**src/rtl/spi_regxfer_pkg.sv**
```systemverilog
package spi_regxfer_pkg;

  localparam int MAX_BYTES = 64;
  localparam int CNT_W     = $clog2(MAX_BYTES) + 1;
  localparam int ADDR_W    = 24;
  localparam int HDR_BYTES = 4;

  // control -> datapath strobes
  typedef struct packed {
    logic       byteGo;
    logic [7:0] txByte;
  } byteCmd_t;

  // datapath -> control status
  typedef struct packed {
    logic       byteDone;
    logic [7:0] rxByte;
  } byteSts_t;

  typedef enum logic [2:0] {
    ST_IDLE, ST_HDR, ST_POLL, ST_WRGET, ST_XFER, ST_RDPUT, ST_END
  } ctrlState_t;

endpackage

```
**src/rtl/spi_regxfer_shift.sv**
```systemverilog
module spi_regxfer_shift
  import spi_regxfer_pkg::*;
#(
  parameter int DIV_W = 8
) (
  input  logic             clk,
  input  logic             rstN,
  input  logic [DIV_W-1:0] cfgClkDiv,
  input  byteCmd_t         cmd,
  output byteSts_t         sts,
  output logic             sclk,
  output logic             mosi,
  input  logic             miso
);

  logic             active;
  logic [DIV_W-1:0] divCnt;
  logic [2:0]       bitCnt;
  logic [7:0]       shReg;
  logic             sampled;
  logic             sclkQ;
  logic             byteDoneQ;

  always_ff @(posedge clk or negedge rstN) begin
    if (!rstN) begin
      active    <= 1'b0;
      divCnt    <= '0;
      bitCnt    <= '0;
      shReg     <= '0;
      sampled   <= 1'b0;
      sclkQ     <= 1'b0;
      byteDoneQ <= 1'b0;
    end else begin
      byteDoneQ <= 1'b0;
      if (cmd.byteGo) begin
        active <= 1'b1;
        shReg  <= cmd.txByte;
        divCnt <= '0;
        bitCnt <= '0;
        sclkQ  <= 1'b0;
      end else if (active) begin
        if (divCnt == cfgClkDiv) begin
          divCnt <= '0;
          if (!sclkQ) begin
            // rising edge: capture slave bit
            sclkQ   <= 1'b1;
            sampled <= miso;
          end else begin
            // falling edge: advance both directions
            sclkQ  <= 1'b0;
            shReg  <= {shReg[6:0], sampled};
            bitCnt <= bitCnt + 3'd1;
            if (bitCnt == 3'd7) begin
              active    <= 1'b0;
              byteDoneQ <= 1'b1;
            end
          end
        end else begin
          divCnt <= divCnt + 1'b1;
        end
      end
    end
  end

  assign sclk         = sclkQ;
  assign mosi         = shReg[7];
  assign sts.byteDone = byteDoneQ;
  assign sts.rxByte   = shReg;

  // a new byte is only launched while the clock rests low
  p_launch_low_r9: assert property (@(posedge clk) disable iff (!rstN)
    cmd.byteGo |-> (!sclkQ && !active));

endmodule

```
**src/rtl/spi_regxfer_ctrl.sv**
```systemverilog
module spi_regxfer_ctrl
  import spi_regxfer_pkg::*;
#(
  parameter int POLL_W = 8
) (
  input  logic              clk,
  input  logic              rstN,
  input  logic [POLL_W-1:0] cfgPollLimit,
  input  logic              start,
  input  logic              isRead,
  input  logic [CNT_W-1:0]  byteCount,
  input  logic [ADDR_W-1:0] regAddr,
  output logic              busy,
  output logic              done,
  output logic              timeout,
  output logic              reject,
  input  logic [7:0]        wrData,
  input  logic              wrValid,
  output logic              wrReady,
  output logic [7:0]        rdData,
  output logic              rdValid,
  input  logic              rdReady,
  output logic              csN,
  output byteCmd_t          cmd,
  input  byteSts_t          sts
);

  localparam int IDX_W = CNT_W - 1;

  ctrlState_t        state;
  logic [IDX_W-1:0]  cntM1Q;
  logic              rdQ;
  logic [ADDR_W-1:0] addrQ;
  logic [1:0]        hdrIdx;
  logic [IDX_W-1:0]  dataIdx;
  logic [POLL_W-1:0] pollCnt;
  logic              issued;
  logic              toFlag;
  logic [7:0]        wrByteQ;
  logic              rejectQ;
  logic              csNQ;

  logic              countOk;
  logic              lastData;
  logic [POLL_W:0]   limitEff;
  logic [POLL_W:0]   pollNext;

  assign countOk  = (byteCount != '0) && (byteCount <= CNT_W'(MAX_BYTES));
  assign lastData = (dataIdx == cntM1Q);
  assign limitEff = (cfgPollLimit == '0) ? (POLL_W+1)'(1) : {1'b0, cfgPollLimit};
  assign pollNext = {1'b0, pollCnt} + (POLL_W+1)'(1);

  always_comb begin
    cmd.txByte = 8'h00;
    unique case (state)
      ST_HDR: begin
        unique case (hdrIdx)
          2'd0:    cmd.txByte = {rdQ, 1'b1, cntM1Q};
          2'd1:    cmd.txByte = addrQ[23:16];
          2'd2:    cmd.txByte = addrQ[15:8];
          default: cmd.txByte = addrQ[7:0];
        endcase
      end
      ST_XFER: cmd.txByte = rdQ ? 8'h00 : wrByteQ;
      default: cmd.txByte = 8'h00;
    endcase
    cmd.byteGo = ((state == ST_HDR) || (state == ST_POLL) || (state == ST_XFER)) && !issued;
  end

  always_ff @(posedge clk or negedge rstN) begin
    if (!rstN) begin
      state   <= ST_IDLE;
      cntM1Q  <= '0;
      rdQ     <= 1'b0;
      addrQ   <= '0;
      hdrIdx  <= '0;
      dataIdx <= '0;
      pollCnt <= '0;
      issued  <= 1'b0;
      toFlag  <= 1'b0;
      wrByteQ <= '0;
      rejectQ <= 1'b0;
      csNQ    <= 1'b1;
    end else begin
      rejectQ <= 1'b0;
      if (cmd.byteGo)        issued <= 1'b1;
      else if (sts.byteDone) issued <= 1'b0;

      unique case (state)
        ST_IDLE: begin
          if (start) begin
            if (countOk) begin
              cntM1Q  <= IDX_W'(byteCount - CNT_W'(1));
              rdQ     <= isRead;
              addrQ   <= regAddr;
              hdrIdx  <= '0;
              dataIdx <= '0;
              pollCnt <= '0;
              toFlag  <= 1'b0;
              csNQ    <= 1'b0;
              state   <= ST_HDR;
            end else begin
              rejectQ <= 1'b1;
            end
          end
        end
        ST_HDR: begin
          if (sts.byteDone) begin
            if (hdrIdx == 2'd3) state <= ST_POLL;
            else                hdrIdx <= hdrIdx + 2'd1;
          end
        end
        ST_POLL: begin
          if (sts.byteDone) begin
            if (sts.rxByte[0]) begin
              state <= rdQ ? ST_XFER : ST_WRGET;
            end else if (pollNext >= limitEff) begin
              toFlag <= 1'b1;
              csNQ   <= 1'b1;
              state  <= ST_END;
            end else begin
              pollCnt <= pollNext[POLL_W-1:0];
            end
          end
        end
        ST_WRGET: begin
          if (wrValid) begin
            wrByteQ <= wrData;
            state   <= ST_XFER;
          end
        end
        ST_XFER: begin
          if (sts.byteDone) begin
            if (rdQ) begin
              state <= ST_RDPUT;
            end else if (lastData) begin
              csNQ  <= 1'b1;
              state <= ST_END;
            end else begin
              dataIdx <= dataIdx + 1'b1;
              state   <= ST_WRGET;
            end
          end
        end
        ST_RDPUT: begin
          if (rdReady) begin
            if (lastData) begin
              csNQ  <= 1'b1;
              state <= ST_END;
            end else begin
              dataIdx <= dataIdx + 1'b1;
              state   <= ST_XFER;
            end
          end
        end
        default: state <= ST_IDLE;
      endcase
    end
  end

  assign busy    = (state != ST_IDLE);
  assign done    = (state == ST_END) && !toFlag;
  assign timeout = (state == ST_END) && toFlag;
  assign reject  = rejectQ;
  assign wrReady = (state == ST_WRGET);
  assign rdValid = (state == ST_RDPUT);
  assign rdData  = sts.rxByte;
  assign csN     = csNQ;

  p_reject_quiet_r3: assert property (@(posedge clk) disable iff (!rstN)
    reject |-> (csN && !busy));

  p_one_outcome_r8: assert property (@(posedge clk) disable iff (!rstN)
    $onehot0({done, timeout, reject}));

  p_wr_selected_r5: assert property (@(posedge clk) disable iff (!rstN)
    wrReady |-> !csN);

  p_finish_releases_r7: assert property (@(posedge clk) disable iff (!rstN)
    (done || timeout) |-> (csN && $rose(csN)));

endmodule

```
**src/rtl/spi_regxfer_master.sv**
```systemverilog
module spi_regxfer_master
  import spi_regxfer_pkg::*;
#(
  parameter int DIV_W  = 8,
  parameter int POLL_W = 8
) (
  input  logic              clk,
  input  logic              rstN,
  input  logic [DIV_W-1:0]  cfgClkDiv,
  input  logic [POLL_W-1:0] cfgPollLimit,
  input  logic              start,
  input  logic              isRead,
  input  logic [6:0]        byteCount,
  input  logic [23:0]       regAddr,
  output logic              busy,
  output logic              done,
  output logic              timeout,
  output logic              reject,
  input  logic [7:0]        wrData,
  input  logic              wrValid,
  output logic              wrReady,
  output logic [7:0]        rdData,
  output logic              rdValid,
  input  logic              rdReady,
  output logic              sclk,
  output logic              csN,
  output logic              mosi,
  input  logic              miso
);

  byteCmd_t cmd;
  byteSts_t sts;

  spi_regxfer_ctrl #(.POLL_W(POLL_W)) ctrl_i (
    .clk(clk), .rstN(rstN), .cfgPollLimit(cfgPollLimit),
    .start(start), .isRead(isRead), .byteCount(byteCount), .regAddr(regAddr),
    .busy(busy), .done(done), .timeout(timeout), .reject(reject),
    .wrData(wrData), .wrValid(wrValid), .wrReady(wrReady),
    .rdData(rdData), .rdValid(rdValid), .rdReady(rdReady),
    .csN(csN), .cmd(cmd), .sts(sts)
  );

  spi_regxfer_shift #(.DIV_W(DIV_W)) shift_i (
    .clk(clk), .rstN(rstN), .cfgClkDiv(cfgClkDiv),
    .cmd(cmd), .sts(sts), .sclk(sclk), .mosi(mosi), .miso(miso)
  );

  p_no_clock_deselected_r7: assert property (@(posedge clk) disable iff (!rstN)
    csN |-> !sclk);

  p_rd_hold_r6: assert property (@(posedge clk) disable iff (!rstN)
    (rdValid && !rdReady) |=> (rdValid && $stable(rdData)));

endmodule

```
**config.mk**
```make
export PLATFORM = sky130hd
export DESIGN_NAME = spi_regxfer_master
export DESIGN_NICKNAME = d
export VERILOG_FILES = /design/src/rtl/spi_regxfer_pkg.sv /design/src/rtl/spi_regxfer_shift.sv /design/src/rtl/spi_regxfer_ctrl.sv /design/src/rtl/spi_regxfer_master.sv
export SDC_FILE = /design/constraint.sdc
export NUM_CORES = 1
export LEC_CHECK = 0
export ABC_AREA = 1
export BUFFER_PORTS_ARGS = -buffer_cell sky130_fd_sc_hd__buf_2
export CORE_ASPECT_RATIO = 1.5
export CORE_MARGIN = 2
export CORE_UTILIZATION = 40
export CTS_BUF_LIST = sky130_fd_sc_hd__clkbuf_4 sky130_fd_sc_hd__clkbuf_8
export DETAILED_ROUTE_END_ITERATION = 8
export PLACE_DENSITY = 0.56
export SLEW_MARGIN = 15
export SYNTH_ARGS = -nofsm -noshare
export SYNTH_HDL_FRONTEND = slang
export SYNTH_SLANG_ARGS = --single-unit
```
**constraint.sdc**
```tcl
create_clock -name clk -period 5.5 [get_ports clk]
set_input_delay 0.55 -clock clk [delete_from_list [all_inputs] [get_ports clk]]
set_output_delay 0.55 -clock clk [all_outputs]
set_load 0.02 [all_outputs]
```
======== Word level (Yosys, flattened, before mapping) ========
Cells that the tools add are included.
operators by class
  equal/unequal tests ..................... 26
  order comparisons ....................... 2
  multiplexer cells ....................... 78
  reductions and logical operators ........ 32
  bitwise operators ....................... 2
  add/sub/neg operators ................... 6
operator list
  cell                                                    count
  2-to-1 mux 8 bit                                        14
  2-to-1 mux 3 bit                                        17
  2-to-1 mux 6 bit                                        6
  case mux 8 bit (2 select lines)                         2
  2-to-1 mux 1 bit                                        28
  case mux 8 bit (3 select lines)                         1
  case mux 3 bit (6 select lines)                         1
  case mux 6 bit (3 select lines)                         1
  AND reduction 6 bit                                     3
  AND reduction 9 bit                                     2
  inequality test 2 bit (second input constant)           8
  == test 3 bit (second input constant)                   4
  nonzero test 2 bit                                      6
  2-to-1 mux 2 bit                                        5
  inequality test 2 x 1 -> 1 bit (second input constant)  5
  adder 8 x 1 -> 9 bit (second input constant)            1
  >= comparator 9 bit                                     1
  adder 8 x 1 -> 8 bit (second input constant)            1
  == test 8 bit                                           1
  zero test 8 bit                                         1
  <= comparator 7 bit (second input constant)             1
  nonzero test 7 bit                                      1
  adder 6 x 1 -> 6 bit (second input constant)            1
  == test 3 x 2 -> 1 bit (second input constant)          2
  23 further kinds                                        33
word-level totals
  register bits after elaboration ......... 85

======== Logic depth before layout (Yosys ltp) ========
Gate-level depths: netlist of run 1.
  depth after elaboration ................. 7
  mapped depth ............................ 18
  gate-level depth less buffers ........... 18

======== Hierarchy ========
From an unflattened synthesis of run 1, not the netlist that was laid out.
second synthesis, totals
  cell total of the unflattened synthesis .. 682
  area, all modules ....................... 5291.3 µm²
by module, submodules not included
  module             area an instance (µm²)  seq. area each (µm²)  cells an instance  times used
  spi_regxfer_ctrl   3885.0                  1552.7                502                1
  spi_regxfer_shift  1406.3                  575.6                 180                1

======== Worst setup path before layout of run 1 ========
OpenSTA, ideal clock, no wires.
  path type ............................... reg-to-reg
  start ................................... register ctrl_i.pollCnt[0]
  end ..................................... register ctrl_i.pollCnt[0]
  arrival ................................. 2.074 ns
  setup time .............................. 0.117 ns
  period minus slack after synthesis ...... 2.191 ns
  buffers on the path ..................... 0
  stages on the path, launching flop included .. 19
  setup slack ............................. 3.309 ns
  cells stage by stage .................... dfrtp_1 > ha_1 > nand3_1 > nand2_1 > inv_1 > nor2_1 > ha_1 > nand2_1 > inv_1 > nand2_1 > nand3_1 > nand2_1 > nand2_1 > nand2_1 > nand2_1 > nand2_2 > nand2_1 > nand2_1 > nand2_1
between the ends
  cells in the longest elaborated chain, start to end .. 5
  elaborated cells on any way between the ends .. 8
RTL lines
  item                                                                         RTL line                 text
  start: declaration                                                           spi_regxfer_ctrl.sv:36   logic [POLL_W-1:0] pollCnt;
  start signal: assignment                                                     spi_regxfer_ctrl.sv:122  pollCnt <= pollNext[POLL_W-1:0];
  adder 8 x 1 -> 9 bit (*)                                                     spi_regxfer_ctrl.sv:51   assign pollNext = {1'b0, pollCnt} + (POLL_W+1)'(1);
  parallel branches: the longest is 4 deep, another holds >= comparator 9 bit  -
Mark *: on every way between the ends. The select of a mux whose other input is x is not followed.
A chain may end at the register's enable or synchronous reset.

======== Worst setup path after layout of run 1 ========
  start ................................... register ctrl_i.pollCnt[0]
  end ..................................... register ctrl_i.pollCnt[3]
The elaborated chain is that of the path after synthesis.

==> results of run 1 <==
[worst max-delay path by stage]
| stage | to | startpoint | slack (ns) | depth (start not counted) |
|---|---|---|---|---|
| after floorplan | ctrl_i.pollCnt[0] | ctrl_i.pollCnt[0] | 3.31 | 18 |
| after global placement | ctrl_i.pollCnt[1] | cfgPollLimit[1] | 3.01 | 16 |
| after detailed placement | ctrl_i.pollCnt[3] | cfgPollLimit[1] | 2.86 | 16 |
| after CTS | ctrl_i.pollCnt[3] | ctrl_i.pollCnt[0] | 2.92 | 17 |
| after global routing | ctrl_i.pollCnt[5] | ctrl_i.pollCnt[0] | 2.56 | 17 |
| final | ctrl_i.pollCnt[3] | ctrl_i.pollCnt[0] | 2.96 | 17 |
[registers in the layout, indices dropped and copies added, names as in the netlist, 2 cells and up]
register and flops:
shift_i.bitCnt 3, ctrl_i.cntM1Q 6, ctrl_i.dataIdx 6, ctrl_i.state 3, shift_i.divCnt 8, ctrl_i.wrByteQ 8, ctrl_i.addrQ 24, shift_i.shReg 8
ctrl_i.pollCnt 8, ctrl_i.hdrIdx 2
[kinds of logic (layout without fill, tap and decap cells)]
kind of cell	Yosys count	after routing	share of synthesized area
flops	85	85	0.4236
buf+inv	124	201	0.09611
xor+xnor	17	17	0.02963
fa+ha+maj	18	18	0.04482
simple gates	349	349	0.3008
compound gates	100	100	0.1051
[per-stage QoR]
step,area [µm²],std cells
CTS,5761,926
global route,5761,926
floorplan,5025,693
global placement,5539,910
finish,5761,926
detailed placement,5539,910
[critical path, cell delays in order, from the launching register on]
cell,delay [ns]
dfrtp_1,0.44
ha_1,0.22
nand3_1,0.12
nor2_1,0.14
nor2_1,0.07
ha_1,0.30
nand2_1,0.10
inv_1,0.05
nand2_1,0.06
nand3_1,0.09
nand2_1,0.07
nand2_1,0.05
nand2_1,0.07
nand2_1,0.12
nand2_2,0.18
nand2_1,0.20
nand2_1,0.10
nand2_1,0.06
[power by group]
| part | switching, mW | internal, mW | total [mW] |
|---|---|---|---|
| clock network | 0.243 | 0.258 | 0.501 |
| logic | 0.668 | 0.356 | 1.02 |
| registers | 0.195 | 0.858 | 1.05 |
| total | 1.11 | 1.47 | 2.58 |
[layout by cell type (no fill, tap or decap), types with 2 or more instances in the layout]
master,instances
nand3_1,42
nor2_4,4
a31oi_1,2
nor3_1,7
o21ai_1,2
nand2_1,194
clkinvlp_4,2
nand2_2,3
clkbuf_8,9
a21oi_1,43
inv_1,100
bufinv_16,2
inv_6,2
dfrtp_1,84
nand4_1,9
ha_1,18
nor2_1,73
or2_2,5
o211ai_1,6
inv_2,5
nor3b_1,2
nor2_2,2
xor2_1,16
o21ai_0,44
buf_4,3
nand2_4,2
buf_2,77
nor4_1,2
[routing by layer]
layer	vias up	track usage
met5	-	0
met2	87	0.3154
li1	2326	-
met4	0	0.05414
met3	12	0.02974
met1	2038	0.2446
[final cells by class]
type / count / area share
tap: 156 / 0.03388
inverter: 105 / 0.06842
sequential: 85 / 0.3695
clock buffer: 9 / 0.02150
multi-input combinational: 484 / 0.4190
clock inverter: 7 / 0.01694
timing repair buffer: 80 / 0.07081
==> impl_results.md, run 1 <==
* Status: completed
* Worst setup margin at 2.964 ns
* GP Congestion at 0.8724
* Synth Warn # at 0
* Part of the cycle the worst path needs at 0.4611
* Width of the die at 95.52 µm
* R2R setup slack at 2.96 ns
* Post-CTS Setup Bufs at 0
* Ant. Diodes at 0
* Prevailing post-synth register cell: dfrtp_1
* Leading area contributor after synthesis: dfrtp_1
* Crit Path Class: register to register
* Most common cell in the netlist: nand2_1
* Largest net degree at the start of global routing at 65
* Synth top area share at 0.4183
* DRT iter0 DRCs at 228
* Final setup TNS at 0 ns
* Cts hold-fix bufs at 0
* Nets at 845
* Hold Fails Final Rpt at 0
* Pleak at 3.233 nW
* FF-to-FF Start: ctrl_i.pollCnt[0]
* CTS tree: built
* Avg WL per Cell at 12.59 µm
* Max Used Layer: met4
* CP max FO at 9
* TritonCTS Buffers at 9
* Min-delay worst type: input port to asynchronous set/reset pin
* Layout cells sized above 1 at 0.1584
* P per Cell Area at 447.5 nW/µm²
* Port bufs at 78
* Row Count at 50
* Worst clock skew at 0.01373 ns
* Startpoint type of the worst setup path: register
* Initial Util at 0.4057
* Layout fillers at 1321
* List of most frequent post-synthesis cells: nand2_1, inv_1, dfrtp_1
* DIE AREA at 13490 µm²
* Reg area at 2128 µm²
* Max-slew violations at 0
* Setup Slack @ Placement at 2.864 ns
* Req. time, crit path at 5.75 ns
* Final antenna-violating net count at 0
* Slew margin rel. at 0.5432
* GRT overflow at 0
* Post_cts resized at 0
* Hpwl dp at 8854 µm
* Worst reg-to-reg path cell count at 17
* Met3 WL at 460 µm
* Pwr Total at 2.578 mW
* Synth async-reset ratio at 1.000
* Reg-to-reg endpoint: ctrl_i.pollCnt[3]
* Smallest hold slack at 0.1153 ns
* FMAX at 394.3 MHz
* Crit end category: register
* Metal2 WL at 5795 µm
* Mapped Cells at 693
* Final setup fails at 0
* Syn Area/Cell at 7.251 µm²
* Post-Syn Nets at 773
* Clock latency on the worst-skew pair at 0.36 ns
* Layout Utilization at 0.4651
* RSZ-0062 raised after global routing: no
* Slew @ Worst Pin at 0.6851 ns
* DR vias at 4463
* CP arrival at 2.78 ns
* CTS Root Cell: clkbuf_8
* Initial antenna violation count at 0
* IO Count at 79
* Total Wirelength at 11660 µm
* All-Layer GR Usage at 0.1863
* Max-Cap Viols at 0
* Synthesized cell area at 5025 µm²
* Router iterations before antenna repair at 5
* Clock Path Buffers at 2
* Die span in y at 141.3 µm
* H-Tree Depth at 3
* VDD IR max at 0.0001824 V
* CTS Sinks at 85
* Number of global-route vias before repair at 4329
* Core ar. at 12390 µm²
* Post-synth EDFFs at 0
* Yosys cell types at 36
* Area of the multi-input gates at 2414 µm²
* Synth top area cells: dfrtp_1, nand2_1, inv_1
* Post-DR vias/cell at 4.820
* Synth-to-layout area growth at 14.64%
* First-pass GRT wire length at 19990 µm
* Seq/Total Area, Yosys at 0.4236
* Period minus WS final at 2.536 ns
* Clock Pin Slew Worst Setup and Hold Paths at 0.09 ns
* # DRC at 0
* M1 WL at 5262 µm
* Yosys reg bits at 85
Power figures use the tool's default switching activity.
==> run 2: changes to the inputs <==
--- a/config.mk
+++ b/config.mk
@@ -12,7 +12,7 @@
 export CORE_UTILIZATION = 40
 export CTS_BUF_LIST = sky130_fd_sc_hd__clkbuf_4 sky130_fd_sc_hd__clkbuf_8
 export DETAILED_ROUTE_END_ITERATION = 8
-export PLACE_DENSITY = 0.56
+export PLACE_DENSITY = 0.58
 export SLEW_MARGIN = 15
 export SYNTH_ARGS = -nofsm -noshare
 export SYNTH_HDL_FRONTEND = slang
==> constraint.sdc (replaced) <==
create_clock -name clk -period 2.1 [get_ports clk]
set_input_delay 0.21 -clock clk [delete_from_list [all_inputs] [get_ports clk]]
set_output_delay 0.21 -clock clk [all_outputs]
set_load 0.02 [all_outputs]
==> run 2 against run 1 <==
The flow now finishes with violations (negative setup slack). Routed wire length is 2.5% higher. Final cell count grew 2.3%. Clock skew is 0.0045 ns lower. Largest cell class unchanged. Largest power group is now combinational cells.
==> impl_results.md, run 2 (synthesis gave the netlist of run 1 again) <==
* Crit Path Class: register to register (unchanged)
* Startpoint type of the worst setup path: register (unchanged)
* Hold Fails Final Rpt at 0 (unchanged)
* IO Count at 79 (unchanged)
* Period minus WS final at 2.127 ns (was 2.536 ns)
* Router iterations before antenna repair at 5 (unchanged)
* Crit end category: register (unchanged)
* Ant. Diodes at 0 (unchanged)
* Total Wirelength at 11950 µm (was 11660 µm)
* Area post-placement at 5657 µm² (was 5539 µm²)
* Final Instance Area at 6071 µm² (was 5761 µm²)
* FMAX at 470.2 MHz (was 394.3 MHz)
* RSZ-0062 raised after global routing: yes (was no)
* TritonCTS Buffers at 9 (unchanged)
* Reg with most FFs: ctrl_i.addrQ (unchanged)
* Clock latency on the worst-skew pair at 0.36 ns (about the same)
* Failing checks: negative setup slack
* Slew margin rel. at 0.6396 (was 0.5432)
* P per Cell Area at 1135 nW/µm² (was 447.5 nW/µm²)
* DRT iter0 DRCs at 247 (was 228)
* Largest net degree at the start of global routing at 65 (unchanged)
* Req. time, crit path at 2.36 ns (was 5.75 ns)
* DIE AREA at 13490 µm² (unchanged)
* Initial antenna violation count at 0 (unchanged)
* Min-delay worst type: input port to register (was input port to asynchronous set/reset pin)
* All-Layer GR Usage at 0.1910 (was 0.1863)
* Row Count at 50 (unchanged)
* CTS Sinks at 85 (unchanged)
* Nets at 866 (was 845)
* Synth-to-layout area growth at 20.82% (was 14.64%)
* Status: finished with violations (was completed)
* Part of the cycle the worst path needs at 1.013 (was 0.4611)
* H-Tree Depth at 3 (unchanged)
* Layout Utilization at 0.4901 (was 0.4651)
* Number of global-route vias before repair at 4392 (was 4329)
* Clock Pin Slew Worst Setup and Hold Paths at 0.09 ns (about the same)
* Commonest non-fill, non-tap cell in the layout: nand2_1 (unchanged)
* Slew @ Worst Pin at 0.5406 ns (was 0.6851 ns)
* Setup Slack @ Placement at -0.1572 ns (was 2.864 ns)
* Final setup fails at 7 (was 0)
* DR vias at 4562 (was 4463)
* Reg area at 2131 µm² (was 2128 µm²)
* Max-Cap Viols at 0 (unchanged)
* Layout cells sized above 1 at 0.2137 (was 0.1584)
* Number of flip-flops under the largest register name at 24 (unchanged)
* Worst clock skew at 0.009256 ns (was 0.01373 ns)
* VDD IR max at 0.0004950 V (was 0.0001824 V)
* CP arrival at 2.38 ns (was 2.78 ns)
* Pleak at 3.348 nW (was 3.233 nW)
* Max-slew violations at 0 (unchanged)
* Post-DR vias/cell at 4.817 (was 4.820)
* GRT overflow at 0 (unchanged)
* CP max FO at 4 (was 9)
* Initial Util at 0.4057 (unchanged)
* CTS Root Cell: clkbuf_8 (unchanged)
* Layout fillers at 1290 (was 1321)
* Die span in y at 141.3 µm (unchanged)
* Hpwl dp at 9068 µm (was 8854 µm)
* Core ar. at 12390 µm² (unchanged)
* Port bufs at 78 (unchanged)
* GP Congestion at 0.8995 (was 0.8724)
* Width of the die at 95.52 µm (unchanged)
* Most frequent cells in the layout: nand2_1, inv_1, dfrtp_1 (unchanged)
* First-pass GRT wire length at 20540 µm (was 19990 µm)
* Area of the multi-input gates at 2567 µm² (was 2414 µm²)
* Worst setup margin at -0.02665 ns (was 2.964 ns)
* Final antenna-violating net count at 0 (unchanged)
* Clock Path Buffers at 2 (unchanged)
* Avg WL per Cell at 12.62 µm (was 12.59 µm)
* CTS tree: built (unchanged)
* # DRC at 0 (unchanged)
run 2: area by class of cell:
class	count	share of cell area
multi-input combinational	485	0.4229
sequential	85	0.3510
timing repair buffer	100	0.09439
inverter	105	0.06492
tap	156	0.03215
clock buffer	11	0.02494
clock inverter	5	0.009687
run 2: power by group:
part / internal, mW / switching [mW] / total, mW
combinational: 1.05 / 1.86 / 2.91
clock: 0.615 / 0.601 / 1.22
sequential: 2.25 / 0.521 / 2.77
run 2: worst max-delay path, stage by stage, from the launching register on:
cell	delay, ns
dfrtp_2	0.45
ha_4	0.18
nand3_4	0.08
nand2_2	0.06
inv_2	0.05
nor2_1	0.03
ha_1	0.31
nand2_2	0.06
nor2_1	0.10
nand2_1	0.07
nand3_2	0.06
nand2_1	0.05
nand2_1	0.06
nand2_2	0.07
buf_4	0.14
nand3_4	0.08
nand2_4	0.06
nand2_1	0.07
nand2_1	0.04
run 2: what timing repair did:
item,in CTS,in global routing
pin swaps,11,3
hold buffers,1,0
endpoints found under the setup margin,13,17
gates cloned,1,0
setup buffers,6,1
hold endpoints to repair,24,0
gates resized for setup,14,19
run 2: stage by stage:
step / cells / setup TNS [ns] / hold WS [ns] / total power [mW]
2_1_floorplan: 693 / 0 / -0.08559 / 4.726
3_3_place_gp: 922 / -0.6315 / 0.1547 / 5.487
3_5_place_dp: 922 / -1.551 / 0.1603 / 5.582
4_1_cts: 946 / -0.4397 / 0.04688 / 6.871
5_1_grt: 947 / -2.212 / 0.07954 / 7.552
6_report: 947 / -0.09464 / 0.06079 / 6.891
run 2: worst paths after layout:
kind                                         from                end  slack (ns)  cells after the start
max in group asynchronous                    rstN  ctrl_i.pollCnt[0]        1.18                      3
min in group asynchronous                    rstN  shift_i.divCnt[5]        0.31                      2
worst min register to register  shift_i.bitCnt[0]  shift_i.bitCnt[0]        0.49                      1
worst max register to register  ctrl_i.pollCnt[0]    ctrl_i.state[2]       -0.03                     18
worst min-delay path                 byteCount[0]   ctrl_i.cntM1Q[0]        0.06                      2
worst max-delay path            ctrl_i.pollCnt[0]    ctrl_i.state[2]       -0.03                     18
run 2: metal layers:
layer	share of wire	wire length (µm)	vias to the layer above	global-route usage
li1	-	-	2367	-
met3	0.044	531	16	0.03240
met4	0.019	233	0	0.06165
met2	0.49	5837	109	0.3147
met5	0	0	-	0
met1	0.45	5347	2070	0.2550
==> run 3: changes to the inputs <==
--- a/config.mk
+++ b/config.mk
@@ -7,8 +7,7 @@
 export LEC_CHECK = 0
 export ABC_AREA = 1
 export BUFFER_PORTS_ARGS = -buffer_cell sky130_fd_sc_hd__buf_2
-export CORE_ASPECT_RATIO = 1.5
-export CORE_MARGIN = 2
+export CORE_ASPECT_RATIO = 1.75
 export CORE_UTILIZATION = 40
 export CTS_BUF_LIST = sky130_fd_sc_hd__clkbuf_4 sky130_fd_sc_hd__clkbuf_8
 export DETAILED_ROUTE_END_ITERATION = 8
==> run 3 against run 2 <==
The flow still finishes with violations (negative setup slack). Worst setup slack got worse by 0.041 ns. Highest routed layer unchanged. Worst hold slack improved by 0.013 ns. Critical path depth did not move. Sequential power barely moved. Final area rose by 0.35%. Combinational power barely moved. Routed wire length rose by 0.73%.
==> impl_results.md, run 3 (synthesis gave the netlist of run 1 again) <==
* Core ar. at 12140 µm² (was 12390 µm²)
* Final antenna-violating net count at 0 (unchanged)
* Clock latency on the worst-skew pair at 0.35 ns (was 0.36 ns)
* RSZ-0062 raised after global routing: yes (unchanged)
* Avg WL per Cell at 12.58 µm (was 12.62 µm)
* R2R setup slack at -0.07 ns (was -0.03 ns)
* Critical path's largest stage delay at 0.44 ns (was 0.45 ns)
* Layout cells sized above 1 at 0.2121 (was 0.2137)
* CTS Sinks at 85 (unchanged)
* Largest net degree at the start of global routing at 65 (unchanged)
* Max-Cap Viols at 0 (unchanged)
* Status: finished with violations (unchanged)
* Synth-to-layout area growth at 21.24% (was 20.82%)
* Reg with most FFs: ctrl_i.addrQ (unchanged)
* CP max FO at 8 (was 4)
* Pwr Total at 6.972 mW (was 6.891 mW)
* Number of global-route vias before repair at 4404 (was 4392)
* Crit end category: register (unchanged)
* P per Cell Area at 1145 nW/µm² (was 1135 nW/µm²)
* Clock Path Buffers at 2 (unchanged)
* CTS tree: built (unchanged)
* Clock Pin Slew Worst Setup and Hold Paths at 0.09 ns (about the same)
* Router iterations before antenna repair at 4 (was 5)
* Number of flip-flops under the largest register name at 24 (unchanged)
* All-Layer GR Usage at 0.2007 (was 0.1910)
* Die span in y at 150.3 µm (was 141.3 µm)
* Final setup fails at 13 (was 7)
* Crit Path Class: register to register (unchanged)
* Combinational Power Share at 0.419 (was 0.422)
* VDD IR max at 0.0005856 V (was 0.0004950 V)
* H-Tree Depth at 3 (unchanged)
* Total Wirelength at 12040 µm (was 11950 µm)
* Sw frac at 0.4305 (was 0.4329)
* FF-to-FF Start: ctrl_i.pollCnt[0] (unchanged)
* First-pass GRT wire length at 20390 µm (was 20540 µm)
* # DRC at 0 (unchanged)
* FMAX at 461.3 MHz (was 470.2 MHz)
* Clk pwr share at 0.185 (was 0.176)
* IO Count at 79 (unchanged)
* Worst reg-to-reg path cell count at 18 (unchanged)
* Initial antenna violation count at 0 (unchanged)
* Most frequent cells in the layout: nand2_1, inv_1, dfrtp_1 (unchanged)
* Failing checks: negative setup slack (unchanged)
* Ant. Diodes at 0 (unchanged)
* GRT overflow at 0 (unchanged)
* Slew margin rel. at 0.6700 (was 0.6396)
* Part of the cycle the worst path needs at 1.032 (was 1.013)
* Pint at 3.971 mW (was 3.908 mW)
* Req. time, crit path at 2.34 ns (was 2.36 ns)
* Hold Path End: ctrl_i.cntM1Q[0] (unchanged)
* Layout fillers at 1246 (was 1290)
* Hold Fails Final Rpt at 0 (unchanged)
* CTS Root Cell: clkbuf_8 (unchanged)
* Width of the die at 86.73 µm (was 95.52 µm)
* Row Count at 53 (was 50)
* CP max-delay cell: dfrtp_1 (was dfrtp_2)
* Layout Utilization at 0.5020 (was 0.4901)
* Port bufs at 78 (unchanged)
* Worst setup margin at -0.06788 ns (was -0.02665 ns)
* Crit-path cells: ha_4, nand3_4, nand2_2, inv_2, nor2_2, ha_1, nand2_1, nor2_1, nand2_1, nand3_2, nand2_1, nand2_1, nand2_2, nand2_4, nand2_8, nand2_8, nand2_2, nand2_2 (was ha_4, nand3_4, nand2_2, inv_2, nor2_1, ha_1, nand2_2, nor2_1, nand2_1, nand3_2, nand2_1, nand2_1, nand2_2, buf_4, nand3_4, nand2_4, nand2_1, nand2_1)
* Initial Util at 0.4141 (was 0.4057)
* CP arrival at 2.41 ns (was 2.38 ns)
* DR vias at 4598 (was 4562)
* Nets at 867 (was 866)
* DIE AREA at 13030 µm² (was 13490 µm²)
* Reg-to-reg endpoint: ctrl_i.pollCnt[1] (was ctrl_i.state[2])
* Startpoint type of the worst setup path: register (unchanged)
* GP Congestion at 0.8520 (was 0.8995)
* WHS Path Cells at 2 (unchanged)
* Post-DR vias/cell at 4.805 (was 4.817)
* DRT iter0 DRCs at 199 (was 247)
* Hpwl dp at 9077 µm (was 9068 µm)
* Commonest non-fill, non-tap cell in the layout: nand2_1 (unchanged)
* Worst clock skew at 0.01208 ns (was 0.009256 ns)
* Min-delay src: byteCount[0] (unchanged)
* Slew @ Worst Pin at 0.4937 ns (was 0.5406 ns)
* Max-slew violations at 0 (unchanged)
* Pleak at 3.363 nW (was 3.348 nW)
* NetSw at 3.001 mW (was 2.983 mW)
* Period minus WS final at 2.168 ns (was 2.127 ns)
* TritonCTS Buffers at 9 (unchanged)
* Min-delay worst type: input port to register (unchanged)
* Reg power frac at 0.396 (was 0.402)
-- run 3: cell types whose count changed in the layout (fill, tap and decap cells not counted), sizes merged --
cell / previous run / this run
clkbuf: 11 / 9
inv: 105 / 106
clkinv: 2 / 0
buf: 99 / 100
bufinv: 1 / 2
clkinvlp: 2 / 4
-- run 3: worst max path at each step --
stage                            from                end  slack, ns  cells after the start
detailed placement  ctrl_i.pollCnt[0]  ctrl_i.pollCnt[1]      -0.17                     18
floorplan           ctrl_i.pollCnt[0]  ctrl_i.pollCnt[0]       0.03                     18
global route        ctrl_i.pollCnt[0]  ctrl_i.pollCnt[4]      -0.22                     17
finish              ctrl_i.pollCnt[0]  ctrl_i.pollCnt[1]      -0.07                     18
CTS                 ctrl_i.pollCnt[1]  ctrl_i.pollCnt[1]      -0.07                     17
global placement    ctrl_i.pollCnt[0]  ctrl_i.pollCnt[6]      -0.09                     18
-- run 3: critical path, delay by kind of cell, from the launching register on --
| kind | cells | cell delay, ns |
|---|---|---|
| buf+inv | 1 | 0.06 |
| flops | 1 | 0.44 |
| simple gates | 15 | 1.08 |
| fa+ha+maj | 2 | 0.50 |
-- run 3: repair_timing --
action	CTS	global route
buffers inserted	9	1
endpoints found under the hold margin	26	0
pin swaps	5	10
endpoints found under the setup margin	13	18
cloned	1	0
gates resized for setup	8	23
hold buffers	1	0
-- run 3: routing by layer --
metal | GRT usage | wire [µm] | vias up
li1 | - | - | 2369
met1 | 0.2390 | 5013 | 2100
met2 | 0.3492 | 6183 | 108
met3 | 0.02961 | 475 | 21
met4 | 0.09917 | 363 | 0
met5 | 0 | 0 | -
-- run 3: power by group through the flow --
stage / clock network [mW] / logic [mW] / registers [mW]
5_1_grt: 1.43 / 3.35 / 2.85
4_1_cts: 1.34 / 2.85 / 2.75
2_1_floorplan: 0 / 1.97 / 2.75
6_report: 1.29 / 2.92 / 2.76
3_3_place_gp: 0 / 2.74 / 2.77
3_5_place_dp: 0 / 2.80 / 2.79
-- run 3: layout make-up --
class,count,area [µm²],share of cell area
multi-input combinational,485,2542,0.4173
clock inverter,7,98.84,0.01623
inverter,105,394.1,0.06470
sequential,85,2130,0.3496
tap,165,206.4,0.03389
timing repair buffer,101,596.8,0.09797
clock buffer,9,123.9,0.02033
-- run 3: through the flow --
step           std cells  cell area (µm²)  hold slack, ns  setup TNS (ns)  worst slack, ns
2_1_floorplan        693             5040        -0.08559               0          0.02624
3_3_place_gp         929             5665          0.1528         -0.7759         -0.08699
3_5_place_dp         929             5665          0.1577          -1.741          -0.1701
4_1_cts              956             6005         0.05713         -0.6876         -0.06949
5_1_grt              957             6092         0.07297          -2.748          -0.2231
6_report             957             6092         0.07350         -0.5546         -0.06788
